==> src/rtl/therm_pkg.sv <==
package therm_pkg;

    // Throttle state machine: bit 1 = forced source, bit 0 = hot source
    typedef enum logic [1:0] {
        TS_RUN    = 2'b00,
        TS_HOT    = 2'b01,
        TS_FORCED = 2'b10,
        TS_BOTH   = 2'b11
    } thr_state_t;

    localparam int DEF_NCORE    = 10;
    localparam int DEF_TW       = 8;
    localparam int DEF_WIN_BITS = 4;

endpackage

==> src/rtl/trip_guard.sv <==
module trip_guard #(
    parameter int NSENS = 11
) (
    input  logic             clk,
    input  logic             rst_n,
    input  logic [NSENS-1:0] trip_flag,
    output logic             trip_n,
    output logic             pll_pwrgood
);
    logic trip_any;
    logic tripped_q;
    logic pg_arm_q;

    // Purely combinational OR: no clocked stage between flags and pins
    assign trip_any = |trip_flag;
    assign trip_n   = ~trip_any;

    // Sticky record of a trip; set asynchronously, cleared only under reset
    always_ff @(posedge clk or posedge trip_any) begin
        if (trip_any)
            tripped_q <= 1'b1;
        else if (!rst_n)
            tripped_q <= 1'b0;
    end

    // Power-good is armed one edge after reset release
    always_ff @(posedge clk or negedge rst_n) begin
        if (!rst_n)
            pg_arm_q <= 1'b0;
        else
            pg_arm_q <= 1'b1;
    end

    assign pll_pwrgood = pg_arm_q & ~tripped_q & ~trip_any;

endmodule

==> src/rtl/hot_match.sv <==
module hot_match #(
    parameter int NCORE = 10,
    parameter int TW    = 8
) (
    input  logic              clk,
    input  logic              rst_n,
    input  logic [NCORE*TW-1:0] core_temp,
    input  logic [TW-1:0]     fuse_trip,
    output logic              hot_q
);
    logic [NCORE-1:0] eq_vec;

    for (genvar gi = 0; gi < NCORE; gi++) begin : g_cmp
        assign eq_vec[gi] = (core_temp[gi*TW +: TW] == fuse_trip);
    end

    always_ff @(posedge clk or negedge rst_n) begin
        if (!rst_n)
            hot_q <= 1'b0;
        else
            hot_q <= |eq_vec;
    end

endmodule

==> src/rtl/throttle_fsm.sv <==
module throttle_fsm
    import therm_pkg::*;
(
    input  logic       clk,
    input  logic       rst_n,
    input  logic       hot,
    input  logic       force_thr_n,
    output logic       tm_req,
    output logic       min_ratio_req,
    output logic       thr_req,
    output logic [1:0] src_status
);
    logic       sync1_q;
    logic       sync2_q;
    logic       force_act;
    thr_state_t state_q;
    thr_state_t state_d;

    // Two-flop synchronizer, idle level is high (inactive)
    always_ff @(posedge clk or negedge rst_n) begin
        if (!rst_n) begin
            sync1_q <= 1'b1;
            sync2_q <= 1'b1;
        end else begin
            sync1_q <= force_thr_n;
            sync2_q <= sync1_q;
        end
    end

    assign force_act = ~sync2_q;

    // Next state: every state goes straight to the one the sources name
    always_comb begin
        unique case ({force_act, hot})
            2'b00:   state_d = TS_RUN;
            2'b01:   state_d = TS_HOT;
            2'b10:   state_d = TS_FORCED;
            default: state_d = TS_BOTH;
        endcase
    end

    // State register
    always_ff @(posedge clk or negedge rst_n) begin
        if (!rst_n)
            state_q <= TS_RUN;
        else
            state_q <= state_d;
    end

    // Moore outputs
    always_comb begin
        unique case (state_q)
            TS_RUN: begin
                tm_req        = 1'b0;
                min_ratio_req = 1'b0;
            end
            TS_HOT: begin
                tm_req        = 1'b1;
                min_ratio_req = 1'b0;
            end
            TS_FORCED: begin
                tm_req        = 1'b0;
                min_ratio_req = 1'b1;
            end
            default: begin
                tm_req        = 1'b1;
                min_ratio_req = 1'b1;
            end
        endcase
        thr_req    = tm_req | min_ratio_req;
        src_status = {min_ratio_req, tm_req};
    end

endmodule

==> src/rtl/clkmod_gen.sv <==
module clkmod_gen #(
    parameter int WIN_BITS = 4
) (
    input  logic                clk,
    input  logic                rst_n,
    input  logic                thr_req,
    input  logic [WIN_BITS-1:0] duty_cfg,
    output logic                clkmod_en
);
    localparam logic [WIN_BITS-1:0] HALF_WIN = WIN_BITS'(1) << (WIN_BITS - 1);

    logic [WIN_BITS-1:0] phase_q;
    logic [WIN_BITS-1:0] eff_duty;

    assign eff_duty = (duty_cfg == '0) ? HALF_WIN : duty_cfg;

    // Window phase: held at zero when idle, wraps naturally at 2**WIN_BITS
    always_ff @(posedge clk or negedge rst_n) begin
        if (!rst_n)
            phase_q <= '0;
        else if (thr_req)
            phase_q <= phase_q + WIN_BITS'(1);
        else
            phase_q <= '0;
    end

    assign clkmod_en = ~thr_req | (phase_q < eff_duty);

endmodule

==> src/rtl/pkg_therm_ctrl.sv <==
module pkg_therm_ctrl
    import therm_pkg::*;
#(
    parameter int NCORE    = DEF_NCORE,
    parameter int TW       = DEF_TW,
    parameter int WIN_BITS = DEF_WIN_BITS
) (
    input  logic                clk,
    input  logic                rst_n,
    input  logic [NCORE*TW-1:0] core_temp,
    input  logic [TW-1:0]       fuse_trip,
    input  logic [NCORE:0]      trip_flag,
    input  logic                force_thr_n,
    input  logic [WIN_BITS-1:0] duty_cfg,
    output logic                trip_n,
    output logic                pll_pwrgood,
    output logic                hot_n,
    output logic                tm_req,
    output logic                min_ratio_req,
    output logic                thr_req,
    output logic                clkmod_en,
    output logic [1:0]          src_status
);
    localparam int NSENS = NCORE + 1;

    logic hot_q;

    trip_guard #(.NSENS(NSENS)) u_trip (
        .clk         (clk),
        .rst_n       (rst_n),
        .trip_flag   (trip_flag),
        .trip_n      (trip_n),
        .pll_pwrgood (pll_pwrgood)
    );

    hot_match #(.NCORE(NCORE), .TW(TW)) u_hot (
        .clk       (clk),
        .rst_n     (rst_n),
        .core_temp (core_temp),
        .fuse_trip (fuse_trip),
        .hot_q     (hot_q)
    );

    assign hot_n = ~hot_q;

    throttle_fsm u_fsm (
        .clk           (clk),
        .rst_n         (rst_n),
        .hot           (hot_q),
        .force_thr_n   (force_thr_n),
        .tm_req        (tm_req),
        .min_ratio_req (min_ratio_req),
        .thr_req       (thr_req),
        .src_status    (src_status)
    );

    clkmod_gen #(.WIN_BITS(WIN_BITS)) u_mod (
        .clk       (clk),
        .rst_n     (rst_n),
        .thr_req   (thr_req),
        .duty_cfg  (duty_cfg),
        .clkmod_en (clkmod_en)
    );

endmodule

==> config.mk <==
export PLATFORM = sky130hd
export DESIGN_NAME = pkg_therm_ctrl
export DESIGN_NICKNAME = d
export VERILOG_FILES = /design/src/rtl/therm_pkg.sv /design/src/rtl/trip_guard.sv /design/src/rtl/hot_match.sv /design/src/rtl/throttle_fsm.sv /design/src/rtl/clkmod_gen.sv /design/src/rtl/pkg_therm_ctrl.sv
export SDC_FILE = /design/constraint.sdc
export NUM_CORES = 1
export LEC_CHECK = 0
export BUFFER_PORTS_ARGS = -buffer_cell sky130_fd_sc_hd__buf_4
export CAP_MARGIN = 10
export CORE_AREA = 2 2 62 64
export DETAILED_ROUTE_END_ITERATION = 7
export DIE_AREA = 0 0 64 66
export GPL_TIMING_DRIVEN = 0
export PLACE_DENSITY = 0.95
export SYNTH_ARGS = -nofsm -noshare
export SYNTH_HDL_FRONTEND = slang
export SYNTH_SLANG_ARGS = --single-unit
==> constraint.sdc <==
create_clock -name clk -period 2.15 [get_ports clk]
set_input_delay 0.215 -clock clk [delete_from_list [all_inputs] [get_ports clk]]
set_output_delay 0.215 -clock clk [all_outputs]
set_load 0.05 [all_outputs]
Word-level counts from Yosys, hierarchy flattened
Cells that the tools add are included.
{"block": "classes", "eq_ne": 14, "n_addsub": 1, "order_cmp": 1, "reduce_logical": 7, "mux": 5, "n_bitwise": 9}
{"op": "== test 8 bit", "n": 10}
{"op": "OR reduction 11 bit", "n": 1}
{"op": "OR reduction 10 bit", "n": 1}
{"op": "2-to-1 mux 4 bit", "n": 2}
{"op": "one-hot mux 2 bit (3 select lines)", "n": 1}
{"op": "inverter 1 bit", "n": 5}
{"op": "adder 4 x 1 -> 4 bit, second input constant", "n": 1}
{"op": "== test 2 x 1 -> 1 bit, second input constant", "n": 2}
{"op": "== test 2 bit, second input constant", "n": 2}
{"op": "logical NOT 2 bit", "n": 2}
{"op": "logical NOT 4 bit", "n": 1}
{"op": "less-than comparator 4 bit", "n": 1}
{"op": "OR reduction 2 bit", "n": 2}
{"op": "bitwise AND 1 bit", "n": 2}
{"op": "2-to-1 mux 1 bit", "n": 2}
{"op": "OR 1 bit", "n": 2}
{"block": "word_totals", "out_inout_bits": 9, "wordCells": 44, "inputBits": 106, "ff_bits": 11}

Depth between registers and ports, before layout
Gate-level depths: netlist of the first run.
{"block": "depth", "depth_word": 6, "mapped_depth": 6, "ltp_nobuf": 6}

By module
A second synthesis of the first run with hierarchy kept.
{"block": "hier_totals", "cells_unflattened": 168, "area_unflattened_um2": 1506.4}
{"module": "hot_match", "instances": 1, "area_per_inst_um2": 1001.0, "seq_area_each_um2": 25.0, "cells_per_inst": 121}
{"module": "clkmod_gen", "instances": 1, "area_per_inst_um2": 244.0, "seq_area_each_um2": 100.1, "cells_per_inst": 24}
{"module": "throttle_fsm", "instances": 1, "area_per_inst_um2": 138.9, "seq_area_each_um2": 102.6, "cells_per_inst": 11}
{"module": "trip_guard", "instances": 1, "area_per_inst_um2": 118.9, "seq_area_each_um2": 51.3, "cells_per_inst": 11}
{"module": "pkg_therm_ctrl", "instances": 1, "area_per_inst_um2": 3.8, "seq_area_each_um2": 0.0, "cells_per_inst": 1}

Worst setup path after synthesis of the first run
Ideal clock, no wire load.
{"block": "synth_timing", "path_kind": "input -> output", "start": "input trip_flag[2]", "end": "output pll_pwrgood", "n_path_buf": 0, "path_slack_ps": -158, "required_ps": 1935, "cell_stages": 4, "t_arrival_ps": 2093, "path_cell_list": "nor4_1 nand2_1 nor4_2 and3b_1"}
{"block": "synth_via", "elab_chain_cells": 3}
{"item": "start, declared", "line_no": "pkg_therm_ctrl.sv:12", "source": "input logic [NCORE:0] trip_flag,"}
{"item": "OR reduction 11 bit", "line_no": "trip_guard.sv:15", "source": "assign trip_any = |trip_flag;"}
{"item": "inverter 1 bit"}
{"item": "named net trip_n", "line_no": "pkg_therm_ctrl.sv:15", "source": "output logic trip_n,"}
{"item": "bitwise AND 1 bit", "line_no": "trip_guard.sv:34", "source": "assign pll_pwrgood = pg_arm_q & ~tripped_q & ~trip_any;"}
{"item": "end, declared", "line_no": "pkg_therm_ctrl.sv:16", "source": "output logic pll_pwrgood,"}
The timed path passes the listed nets, and every way through them passes these cells.

Worst setup path in the final report of the first run
{"block": "layout_timing", "start": "register u_mod.phase_q[1]", "end": "output clkmod_en"}
{"block": "layout_via", "elab_chain_cells": 2}
{"item": "start, declared", "line_no": "clkmod_gen.sv:12", "source": "logic [WIN_BITS-1:0] phase_q;"}
{"item": "start signal, assigned", "line_no": "clkmod_gen.sv:22", "source": "phase_q <= phase_q + WIN_BITS'(1);"}
{"item": "less-than comparator 4 bit", "line_no": "clkmod_gen.sv:27", "source": "assign clkmod_en = ~thr_req | (phase_q < eff_duty);"}
{"item": "OR 1 bit", "line_no": "clkmod_gen.sv:27"}
{"item": "end, declared", "line_no": "pkg_therm_ctrl.sv:21", "source": "output logic clkmod_en,"}
Every way passes these cells.

==> results.py, run 1 <==
metrics = {
    "routing": {
        "drt-vias-per-instance": 4.75,
        "vias": 1547,
        "drc": 0,
        "drt-pass1-iter-count": 4,
        "route.final.wire_length_um": 4450,
        "ant_nets": 0,
        "detail_route.wl_per_cell_um": 13.6,
        "first_iter_violations": 24,
    },
    "placed_design": {
        "placement.io_buffers": 106,
        "gp_congestion": 0.704,
        "dpl.hpwl_um": 3760,
    },
    "worst_setup_path": {
        "worst-setup-path-type": "flip-flop to output pin",
        "timing.critical_path.slowest_stage_cell": "sky130_fd_sc_hd__dfrtp_1",
        "worst_ep_required_time_ps": 1930,
        "startpoint_type": "flip-flop",
        "worst_path_dominant_cell_family": "flip-flops",
        "cp_max_fo": 3,
        "cp-end-kind": "output pin",
        "cp_data_arrival_time_ps": 1650,
        "crit_chain": "ha_1 -> a21o_1 -> a21oi_1 -> nor2b_1 -> o21ai_1 -> buf_4",
        "crit_path_max_incr_delay_ps": 410,
        "cp.buffers_inverters": 1,
    },
    "power_and_ir_drop": {
        "cell_internal_pwr_mw": 0.550,
        "total_leakage_power_nw": 1.08,
        "power.net_switching_mw": 0.256,
        "seqPwrFrac": 0.289,
        "power.combinational.fraction": 0.547,
        "vdd_ir_drop_max_mv": 0.155,
        "pd_cells_mw_per_mm2": 338,
        "p_sw_frac": 0.318,
        "clockPowerShare": 0.164,
    },
    "clocking": {
        "ctsLongestPathBuffers": 2,
        "cts.repair_timing.setup_buffer_count": 0,
        "cts_tree": "built",
        "postCtsResizedCells": 0,
        "cts.htree.levels": 1,
        "numCtsBuffers": 3,
        "worst_setup_hold_path_clk_slew_ps": 60,
        "clk-insertion-delay-late_ps": 260,
        "root_buffer_cell": "sky130_fd_sc_hd__clkbuf_4",
        "tritoncts_num_sinks": 11,
    },
    "grt": {
        "gr-total-overflow": 0,
        "grt_pass1_vias": 1660,
        "grt_max_degree": 12,
        "grt_use_total": 0.210,
        "grt_pass1_wl_um": 6850,
        "grt_antenna_before_repair": 0,
    },
    "logic_synthesis": {
        "ys_top_cells_by_area": "sky130_fd_sc_hd__xnor2_1 (34%), sky130_fd_sc_hd__xor2_1 (15%), sky130_fd_sc_hd__dfrtp_1 (14%)",
        "synthSimpleGateAreaFrac": 0.177,
        "synth.avg_cell_area_um2": 8.86,
        "synthDominantCellAreaShare": 0.337,
        "synth_top_family_by_area": "XOR/XNOR gates",
        "yosys.cell_types.count": 24,
        "dominantRegCellSynth": "sky130_fd_sc_hd__dfrtp_1",
        "cell_type_contributing_the_most_total_cell_area_after_synthesis": "sky130_fd_sc_hd__xnor2_1",
        "synth-seq-cells": 11,
        "seq_area_frac_synth": 0.189,
        "synth_commonest_cells": "sky130_fd_sc_hd__xnor2_1 (57), sky130_fd_sc_hd__xor2_1 (25), sky130_fd_sc_hd__nand4_1 (15)",
        "yosys.cell_count.top_type": "sky130_fd_sc_hd__xnor2_1",
        "area_share_of_xor_xnor_cells_in_the_synthesized_design": 0.485,
        "syn_inst": 167,
        "synth_enable_flop_cells": 0,
        "synth.area.mux_share": 0,
        "adder_and_majority_cell_fraction_of_the_synthesized_area": 0.0338,
        "number_of_warnings_reported_in_the_yosys_synthesis_log": 0,
        "synth-compound-area-share": 0.0220,
        "mappedNetlistNets": 277,
        "synth_area_mm2": 0.00148,
        "asyncSetResetFlopFracSynth": 1.00,
    },
    "sta": {
        "final.setup_skew_ps": 5.40,
        "finalHoldViolations": 0,
        "setup-violations-final": 0,
        "final.setup.tns_ps": 0,
        "fin_hold_ws_ps": 61.2,
        "final_max_slew_viol_count": 0,
        "rsz0062_at_grt": "no",
        "fmax_ghz": 0.538,
        "layout_worst_path_cycle_share": 0.865,
        "min_period_ps": 1860,
    },
    "layout": {
        "multi_input_comb_area_mm2": 0.00107,
        "area_growth_syn_to_layout_pct": 60.9,
        "drive_above_1_share": 0.446,
        "ff_latch_area_um2": 279,
        "filler_cell_count": 304,
        "fin_nets": 389,
        "n_antenna_cell": 0,
    },
    "die": {
        "row_count": 22,
        "die_width_um": 64,
        "die_height_um": 66,
        "coreArea_mm2": 0.00355,
        "io-pin-count": 115,
        "fp.dieArea_mm2": 0.00422,
        "initial_cell_density_of_the_core": 0.417,
    },
    "worst_hold_path": {
        "worst_hold_path_type": "input port to flip-flop",
    },
    "job": {
        "maxCapViolCount": 0,
    },
    "run_status": {
        "status": "finished clean",
    },
}
==> flip-flops by register name, summed over array words and instances, names as in the netlist <==
register,flops
u_fsm.state_q,2
u_fsm.sync1_q,1
u_fsm.sync2_q,1
u_hot.hot_q,1
u_mod.phase_q,4
u_trip.pg_arm_q,1
u_trip.tripped_q,1
==> layer usage <==
layer / part of all wire / track usage / vias to the layer above
met5: 0 / 0 / -
met2: 0.57 / 0.447 / 79
li1: - / - / 769
met4: 0.012 / 0.0679 / 0
met1: 0.35 / 0.197 / 693
met3: 0.074 / 0.0341 / 6
==> layout by cell type, fill, tap and decap left out, types with 2 or more instances in the layout <==
cell,instances
sky130_fd_sc_hd__nor2_1,12
sky130_fd_sc_hd__a21oi_1,4
sky130_fd_sc_hd__clkbuf_1,4
sky130_fd_sc_hd__dfstp_2,3
sky130_fd_sc_hd__inv_1,5
sky130_fd_sc_hd__xor2_1,25
sky130_fd_sc_hd__nor2b_1,2
sky130_fd_sc_hd__nor4_1,8
sky130_fd_sc_hd__xnor2_1,57
sky130_fd_sc_hd__buf_6,8
sky130_fd_sc_hd__nand4_1,15
sky130_fd_sc_hd__dfrtp_1,8
sky130_fd_sc_hd__clkbuf_4,3
sky130_fd_sc_hd__ha_1,4
sky130_fd_sc_hd__buf_4,108
==> kinds of logic (layout without fill, tap and decap cells) <==
family | after synthesis | after routing
adders and majority gates | 4 | 4
and+or+nand+nor | 45 | 45
buffers and inverters | 18 | 129
AOI/OAI and AO/OA | 6 | 6
DFF | 11 | 11
other | 1 | 1
xor gates and xnor gates | 82 | 82
==> metrics by stage <==
stage	std cells	total power, mW	worst slack (ps)	utilization	instance area, µm²
floorplan	167	0.474	197	-	1490
global placement	321	0.663	600	0.660	2340
detailed placement	321	0.678	564	0.660	2340
CTS	326	0.818	283	0.671	2380
global route	326	0.859	235	0.671	2380
finish	326	0.806	290	0.671	2380
==> layout make-up <==
type | count | share of cell area
plain buffers | 13 | 0.0489
clock buffers | 4 | 0.0110
inverters | 5 | 0.00788
multi-input cells | 138 | 0.451
flip-flops and latches | 11 | 0.117
well taps | 48 | 0.0252
repair buffers | 107 | 0.338
==> worst paths after layout <==
| path | from | endpoint | slack, ps | depth (start not counted) |
|---|---|---|---|---|
| min in group asynchronous | trip_flag[8] | u_trip.tripped_q | 180 | 2 |
| min reg2reg | u_fsm.sync1_q | u_fsm.sync2_q | 360 | 0 |
| max reg2reg | u_mod.phase_q[0] | u_mod.phase_q[2] | 1200 | 3 |
| max | u_mod.phase_q[1] | clkmod_en | 290 | 6 |
| min | force_thr_n | u_fsm.sync1_q | 60 | 1 |
| max in group asynchronous | trip_flag[1] | u_trip.tripped_q | 1570 | 4 |
==> what timing repair did <==
item	4_1_cts	5_1_grt
endpoints found under the setup margin	0	0
hold buffers	1	0
hold endpoints to repair	10	0
==> power by group through the flow <==
stage	Sequential [mW]	Clock [mW]	Combinational (mW)
after floorplan	0.233	0	0.240
after global placement	0.235	0	0.427
after detailed placement	0.237	0	0.442
after CTS	0.233	0.140	0.445
after global routing	0.234	0.148	0.477
final	0.233	0.132	0.441
Power figures use the tool's default switching activity.
==> inputs of run 2 (changes only) <==
- MAX_ROUTING_LAYER: not set -> met4
- PLACE_DENSITY: 0.95 -> 0.84
==> run 2 against run 1 <==
Worst hold slack worse by 13 ps. Via count up 0.65%. Sequential cell count unchanged. Largest power group unchanged.
==> results.py, run 2 (synthesized netlist as in run 1, its figures left out) <==
metrics = {
    "run_status": {
        "status": "finished clean",
    },
    "placed_design": {
        "place_inst": 321,
        "dpl.hpwl_um": 3620,
        "placement.io_buffers": 106,
        "placement.cell_area_mm2": 0.00234,
        "gp_congestion": 0.758,
    },
    "clocking": {
        "numCtsBuffers": 3,
        "ctsLongestPathBuffers": 2,
        "cts_tree": "built",
        "clk-insertion-delay-late_ps": 270,
        "worst_setup_hold_path_clk_slew_ps": 70,
        "postCtsResizedCells": 0,
        "tritoncts_num_sinks": 11,
        "cts.htree.levels": 1,
        "root_buffer_cell": "sky130_fd_sc_hd__clkbuf_4",
    },
    "sta": {
        "final.setup.tns_ps": 0,
        "final_max_slew_viol_count": 0,
        "fmax_ghz": 0.523,
        "min_period_ps": 1910,
        "final.setup_skew_ps": 3.77,
        "rsz0062_at_grt": "no",
        "setup-violations-final": 0,
        "layout_worst_path_cycle_share": 0.889,
        "finalHoldViolations": 0,
    },
    "grt": {
        "grt_max_degree": 12,
        "grt_pass1_wl_um": 6810,
        "grt_use_total": 0.211,
        "grt_antenna_before_repair": 0,
        "grt_pass1_vias": 1582,
        "gr-total-overflow": 0,
    },
    "layout": {
        "n_antenna_cell": 0,
        "commonest_non_fill_non_tap_cell_in_the_layout": "sky130_fd_sc_hd__buf_4",
        "biggestRegsByFlops": "u_mod.phase_q: 4 flops, u_fsm.state_q: 2 flops",
        "post_route_standard_cell_area_excluding_fillers_mm2": 0.00238,
        "layoutNonFillerInstCount": 326,
        "most-common-layout-cells": "sky130_fd_sc_hd__buf_4 (108), sky130_fd_sc_hd__xnor2_1 (57), sky130_fd_sc_hd__xor2_1 (25), sky130_fd_sc_hd__nand4_1 (15), sky130_fd_sc_hd__nor2_1 (12)",
        "largest_register": "u_mod.phase_q",
        "drive_above_1_share": 0.446,
        "largest_register_ff_count": 4,
        "area_growth_syn_to_layout_pct": 60.9,
        "fin_nets": 389,
        "fin_util": 0.671,
    },
    "die": {
        "coreArea_mm2": 0.00355,
        "io-pin-count": 115,
        "row_count": 22,
        "die_height_um": 66,
        "fp.dieArea_mm2": 0.00422,
        "die_width_um": 64,
        "initial_cell_density_of_the_core": 0.417,
    },
    "worst_setup_path": {
        "r2r_slack_ps": 1190,
        "worst-setup-path-type": "flip-flop to output pin",
        "cp_max_fo": 3,
        "cp-end-kind": "output pin",
        "worst_ep_required_time_ps": 1930,
        "ff2ff_path_depth": 3,
        "cp_data_arrival_time_ps": 1700,
        "startpoint_type": "flip-flop",
    },
    "routing": {
        "vias": 1557,
        "detail_route.wl_per_cell_um": 13.2,
        "ant_nets": 0,
        "route.final.wire_length_um": 4310,
        "first_iter_violations": 14,
        "drt-vias-per-instance": 4.78,
        "drc": 0,
        "drt-pass1-iter-count": 4,
    },
    "power_and_ir_drop": {
        "vdd_ir_drop_max_mv": 0.179,
        "total_leakage_power_nw": 1.08,
        "pd_cells_mw_per_mm2": 340,
        "cell_internal_pwr_mw": 0.549,
        "seqPwrFrac": 0.287,
        "clockPowerShare": 0.175,
        "power.net_switching_mw": 0.261,
        "p_sw_frac": 0.322,
        "power.combinational.fraction": 0.538,
    },
    "job": {
        "maxCapViolCount": 0,
    },
    "worst_hold_path": {
        "min_delay_path_depth": 1,
        "worst_hold_path_type": "input port to flip-flop",
    },
}
run 2: cell counts in the layout (fill, tap and decap cells not counted):
No cell type changed its count.
run 2: power groups by stage:
| stage | Sequential, mW | Combinational, mW | Clock [mW] |
|---|---|---|---|
| 2_1_floorplan | 0.233 | 0.240 | 0 |
| 3_3_place_gp | 0.236 | 0.428 | 0 |
| 6_report | 0.232 | 0.436 | 0.142 |
| 4_1_cts | 0.232 | 0.440 | 0.147 |
| 3_5_place_dp | 0.236 | 0.437 | 0 |
| 5_1_grt | 0.234 | 0.476 | 0.156 |
run 2: through the flow:
| step | hold slack (ps) | total power, mW | setup slack (ps) |
|---|---|---|---|
| after floorplan | -80.6 | 0.474 | 197 |
| after global placement | 46.0 | 0.664 | 584 |
| after detailed placement | 50.1 | 0.673 | 539 |
| after CTS | 39.4 | 0.820 | 224 |
| after global routing | 36.9 | 0.866 | 172 |
| final | 47.9 | 0.810 | 239 |
run 2: metal layers:
metal / vias to the layer above / GRT usage / share of wire
li1: 766 / - / -
met1: 702 / 0.211 / 0.36
met2: 84 / 0.421 / 0.54
met3: 5 / 0.0375 / 0.090
met4: 0 / 0.0489 / 0.0077
met5: - / - / 0
run 2: cell type report:
| type | instances | area, µm² |
|---|---|---|
| Inverter | 5 | 18.8 |
| Sequential cell | 11 | 279 |
| Multi-Input combinational cell | 138 | 1070 |
| Tap cell | 48 | 60.1 |
| Clock buffer | 4 | 26.3 |
| Timing Repair Buffer | 107 | 806 |
| Buffer | 13 | 116 |
| Fill cell | 293 | 1170 |
run 2: final timing paths:
| check | from | endpoint |
|---|---|---|
| min in group asynchronous | trip_flag[8] | u_trip.tripped_q |
| worst max register to register | u_mod.phase_q[0] | u_mod.phase_q[2] |
| worst min register to register | u_fsm.sync1_q | u_fsm.sync2_q |
| max in group asynchronous | rst_n | u_fsm.sync1_q |
| worst min-delay path | force_thr_n | u_fsm.sync1_q |
| worst max-delay path | u_mod.phase_q[1] | clkmod_en |
run 2: repair_timing:
item / CTS / global route
setup buffers: 0 / 0
endpoints found under the hold margin: 10 / 0
hold buffers: 1 / 0
run 2: worst max-delay path, cell delays in order (launching register included):
cell                      delay, ps
sky130_fd_sc_hd__dfrtp_1        400
sky130_fd_sc_hd__ha_1           300
sky130_fd_sc_hd__a21o_1         160
sky130_fd_sc_hd__a21oi_1        130
sky130_fd_sc_hd__nor2b_1         60
sky130_fd_sc_hd__o21ai_1        140
sky130_fd_sc_hd__buf_4          220
==> inputs of run 3 (changes only) <==
- ABC_AREA: not set -> 1
- CORE_AREA: 2 2 62 64 -> 2 2 65 67
- DIE_AREA: 0 0 64 66 -> 0 0 67 69
- PLACE_DENSITY: 0.84 -> 0.85
==> run 3 against run 2 <==
Clock power grew 39%. Worst hold slack improved by 43 ps. Design area grew 15%. Synthesized area increased by 20%. Via count is 35% higher. Clock-buffer cell count is the same. Sequential share of layout area down 1.6 points. Total power up 11%. Final cell count increased by 46%. Critical endpoint unchanged.
==> results.py, run 3 <==
metrics = {
    "worst_setup_path": {
        "cp.buffers_inverters": 1,
        "startpoint_type": "flip-flop",
        "cp_max_fo": 3,
        "worst_flop_to_flop_path_endpoint": "u_mod.phase_q[2]",
        "timing.critical_path.slowest_stage_cell": "sky130_fd_sc_hd__dfrtp_1",
        "r2r_slack_ps": 1190,
        "worst-setup-path-type": "flip-flop to output pin",
        "crit_top_cell": "sky130_fd_sc_hd__nand2_1",
        "crit_path_max_incr_delay_ps": 400,
        "crit_chain": "ha_1 -> o21a_1 -> o211ai_1 -> nand2_1 -> nand2_1 -> buf_4",
        "worst_path_dominant_cell_family": "flip-flops",
        "startpoint_of_the_worst_register_to_register_path": "u_mod.phase_q[0]",
        "worst_ep_required_time_ps": 1930,
        "ff2ff_path_depth": 3,
        "cp_data_arrival_time_ps": 1510,
        "cp-end-kind": "output pin",
    },
    "sta": {
        "rsz0062_at_grt": "no",
        "fin_hold_ws_ps": 90.5,
        "final.setup.tns_ps": 0,
        "final_max_slew_viol_count": 0,
        "min_period_ps": 1720,
        "final.setup_skew_ps": 0.830,
        "layout_worst_path_cycle_share": 0.802,
        "setup-violations-final": 0,
        "fmax_ghz": 0.580,
        "finalHoldViolations": 0,
        "finalWorstSetupSlack_ps": 426,
    },
    "clocking": {
        "clk-insertion-delay-late_ps": 230,
        "tritoncts_num_sinks": 11,
        "worst_setup_hold_path_clk_slew_ps": 50,
        "postCtsResizedCells": 0,
        "cts_tree": "built",
        "ctsLongestPathBuffers": 2,
        "numCtsBuffers": 3,
        "root_buffer_cell": "sky130_fd_sc_hd__clkbuf_8",
        "cts.htree.levels": 1,
    },
    "logic_synthesis": {
        "asyncSetResetFlopFracSynth": 1.00,
        "yosys.cell_count.top_type": "sky130_fd_sc_hd__nand2_1",
        "dominantRegCellSynth": "sky130_fd_sc_hd__dfrtp_1",
        "synth.avg_cell_area_um2": 5.75,
        "syn_inst": 308,
        "cell_type_contributing_the_most_total_cell_area_after_synthesis": "sky130_fd_sc_hd__nand2_1",
        "seq_area_frac_synth": 0.157,
        "number_of_warnings_reported_in_the_yosys_synthesis_log": 0,
        "synth-seq-cells": 11,
        "mappedNetlistNets": 418,
        "synth_commonest_cells": "sky130_fd_sc_hd__nand2_1 (132), sky130_fd_sc_hd__inv_1 (47), sky130_fd_sc_hd__xnor2_1 (37)",
        "synth_area_mm2": 0.00177,
        "yosys.cell_types.count": 20,
        "synth_enable_flop_cells": 0,
        "ys_top_cells_by_area": "sky130_fd_sc_hd__nand2_1 (28%), sky130_fd_sc_hd__xnor2_1 (18%), sky130_fd_sc_hd__dfrtp_1 (11%)",
        "synthDominantCellAreaShare": 0.280,
    },
    "worst_hold_path": {
        "min_delay_path_depth": 1,
        "hold_start": "force_thr_n",
        "worst_hold_path_type": "input port to flip-flop",
        "hold-path-endpoint": "u_fsm.sync1_q",
    },
    "layout": {
        "layoutNonFillerInstCount": 477,
        "fin_nets": 538,
        "commonest_non_fill_non_tap_cell_in_the_layout": "sky130_fd_sc_hd__nand2_1",
        "largest_register": "u_mod.phase_q",
        "largest_register_ff_count": 4,
        "n_antenna_cell": 0,
        "most-common-layout-cells": "sky130_fd_sc_hd__nand2_1 (132), sky130_fd_sc_hd__buf_4 (120), sky130_fd_sc_hd__inv_1 (47), sky130_fd_sc_hd__xnor2_1 (37), sky130_fd_sc_hd__nor2_1 (34)",
        "biggestRegsByFlops": "u_mod.phase_q: 4 flops, u_fsm.state_q: 2 flops",
        "area_growth_syn_to_layout_pct": 54.9,
        "drive_above_1_share": 0.304,
    },
    "power_and_ir_drop": {
        "clockPowerShare": 0.219,
        "p_sw_frac": 0.325,
        "seqPwrFrac": 0.257,
        "total_leakage_power_nw": 1.61,
        "cell_internal_pwr_mw": 0.609,
        "pd_cells_mw_per_mm2": 329,
        "power.net_switching_mw": 0.293,
        "vdd_ir_drop_max_mv": 0.165,
        "power.combinational.fraction": 0.524,
    },
    "routing": {
        "drc": 0,
        "vias": 2100,
        "first_iter_violations": 86,
        "ant_nets": 0,
        "drt-pass1-iter-count": 4,
        "route.final.wire_length_um": 4910,
        "detail_route.wl_per_cell_um": 10.3,
        "drt-vias-per-instance": 4.40,
    },
    "die": {
        "fp.dieArea_mm2": 0.00462,
        "row_count": 23,
        "io-pin-count": 115,
        "initial_cell_density_of_the_core": 0.453,
        "coreArea_mm2": 0.00391,
        "die_height_um": 69,
        "die_width_um": 67,
    },
    "grt": {
        "grt_antenna_before_repair": 0,
        "grt_max_degree": 12,
        "gr-total-overflow": 0,
        "met3_usage": 0.0245,
        "grt_pass1_vias": 1920,
        "global_route.usage.met1": 0.240,
        "globalRoute.busiestLayer": "met2",
        "grt_pass1_wl_um": 7780,
        "gr-usage-met2": 0.398,
        "grt_use_total": 0.213,
    },
    "placed_design": {
        "placement.io_buffers": 114,
        "pre_cts_slack_ps": 675,
        "dpl.hpwl_um": 4290,
        "gp_congestion": 0.835,
        "place_inst": 472,
    },
    "run_status": {
        "status": "finished clean",
    },
    "job": {
        "maxCapViolCount": 0,
    },
}
## run 3: cell types whose count changed after synthesis, moves of 6 or more
cell                      before  now
sky130_fd_sc_hd__nor4_1        8    2
sky130_fd_sc_hd__nand2_1       1  132
sky130_fd_sc_hd__inv_1         5   47
sky130_fd_sc_hd__nand4_1      15    3
sky130_fd_sc_hd__nor2_1       12   34
sky130_fd_sc_hd__xnor2_1      57   37
sky130_fd_sc_hd__xor2_1       25   15
## run 3: worst max path at each step
stage                     startpoint  slack, ps          end  cells past startpoint
finish              u_mod.phase_q[1]        430    clkmod_en                      6
global route        u_mod.phase_q[1]        350    clkmod_en                      6
floorplan               trip_flag[1]        270  pll_pwrgood                      5
detailed placement  u_mod.phase_q[1]        680    clkmod_en                      6
CTS                 u_mod.phase_q[1]        420    clkmod_en                      6
global placement    u_mod.phase_q[1]        690    clkmod_en                      6
## run 3: what timing repair did
item | CTS | global route
hold endpoints to repair | 8 | 0
hold buffers | 1 | 0
buffers inserted | 0 | 0
## run 3: cells by family (layout without fill, tap and decap cells)
| logic type | Yosys count | count (layout) | synth area share |
|---|---|---|---|
| compound gates | 5 | 5 | 0.0177 |
| other cells | 1 | 1 | 0.00212 |
| buf+inv | 60 | 179 | 0.157 |
| flops | 11 | 11 | 0.157 |
| fa+ha+maj | 4 | 4 | 0.0282 |
| xor+xnor | 52 | 52 | 0.257 |
| simple gates | 175 | 175 | 0.381 |
## run 3: power groups by stage
| stage | Sequential [mW] | Clock [mW] | Combinational (mW) |
|---|---|---|---|
| floorplan | 0.232 | 0 | 0.256 |
| global placement | 0.234 | 0 | 0.461 |
| detailed placement | 0.235 | 0 | 0.472 |
| CTS | 0.232 | 0.205 | 0.475 |
| global route | 0.234 | 0.211 | 0.523 |
| finish | 0.232 | 0.198 | 0.473 |
## run 3: area by class of cell
cell class	count	area (µm²)
Multi-Input combinational cell	237	1210
Sequential cell	11	279
Buffer	13	101
Inverter	47	176
Fill cell	364	1170
Timing Repair Buffer	115	866
Clock buffer	4	45.0
Tap cell	50	62.6
## run 3: routing by layer
layer	share of wire	wire length [µm]
met5	0	0
met4	0.0051	25
met3	0.085	418
met2	0.52	2540
met1	0.39	1930
## run 3: metrics by stage
step           power, mW  cell area [µm²]  utilization
5_1_grt            0.968             2750        0.701
6_report           0.902             2750        0.701
4_1_cts            0.912             2750        0.701
3_3_place_gp       0.695             2690        0.687
3_5_place_dp       0.707             2690        0.687
2_1_floorplan      0.488             1770            -
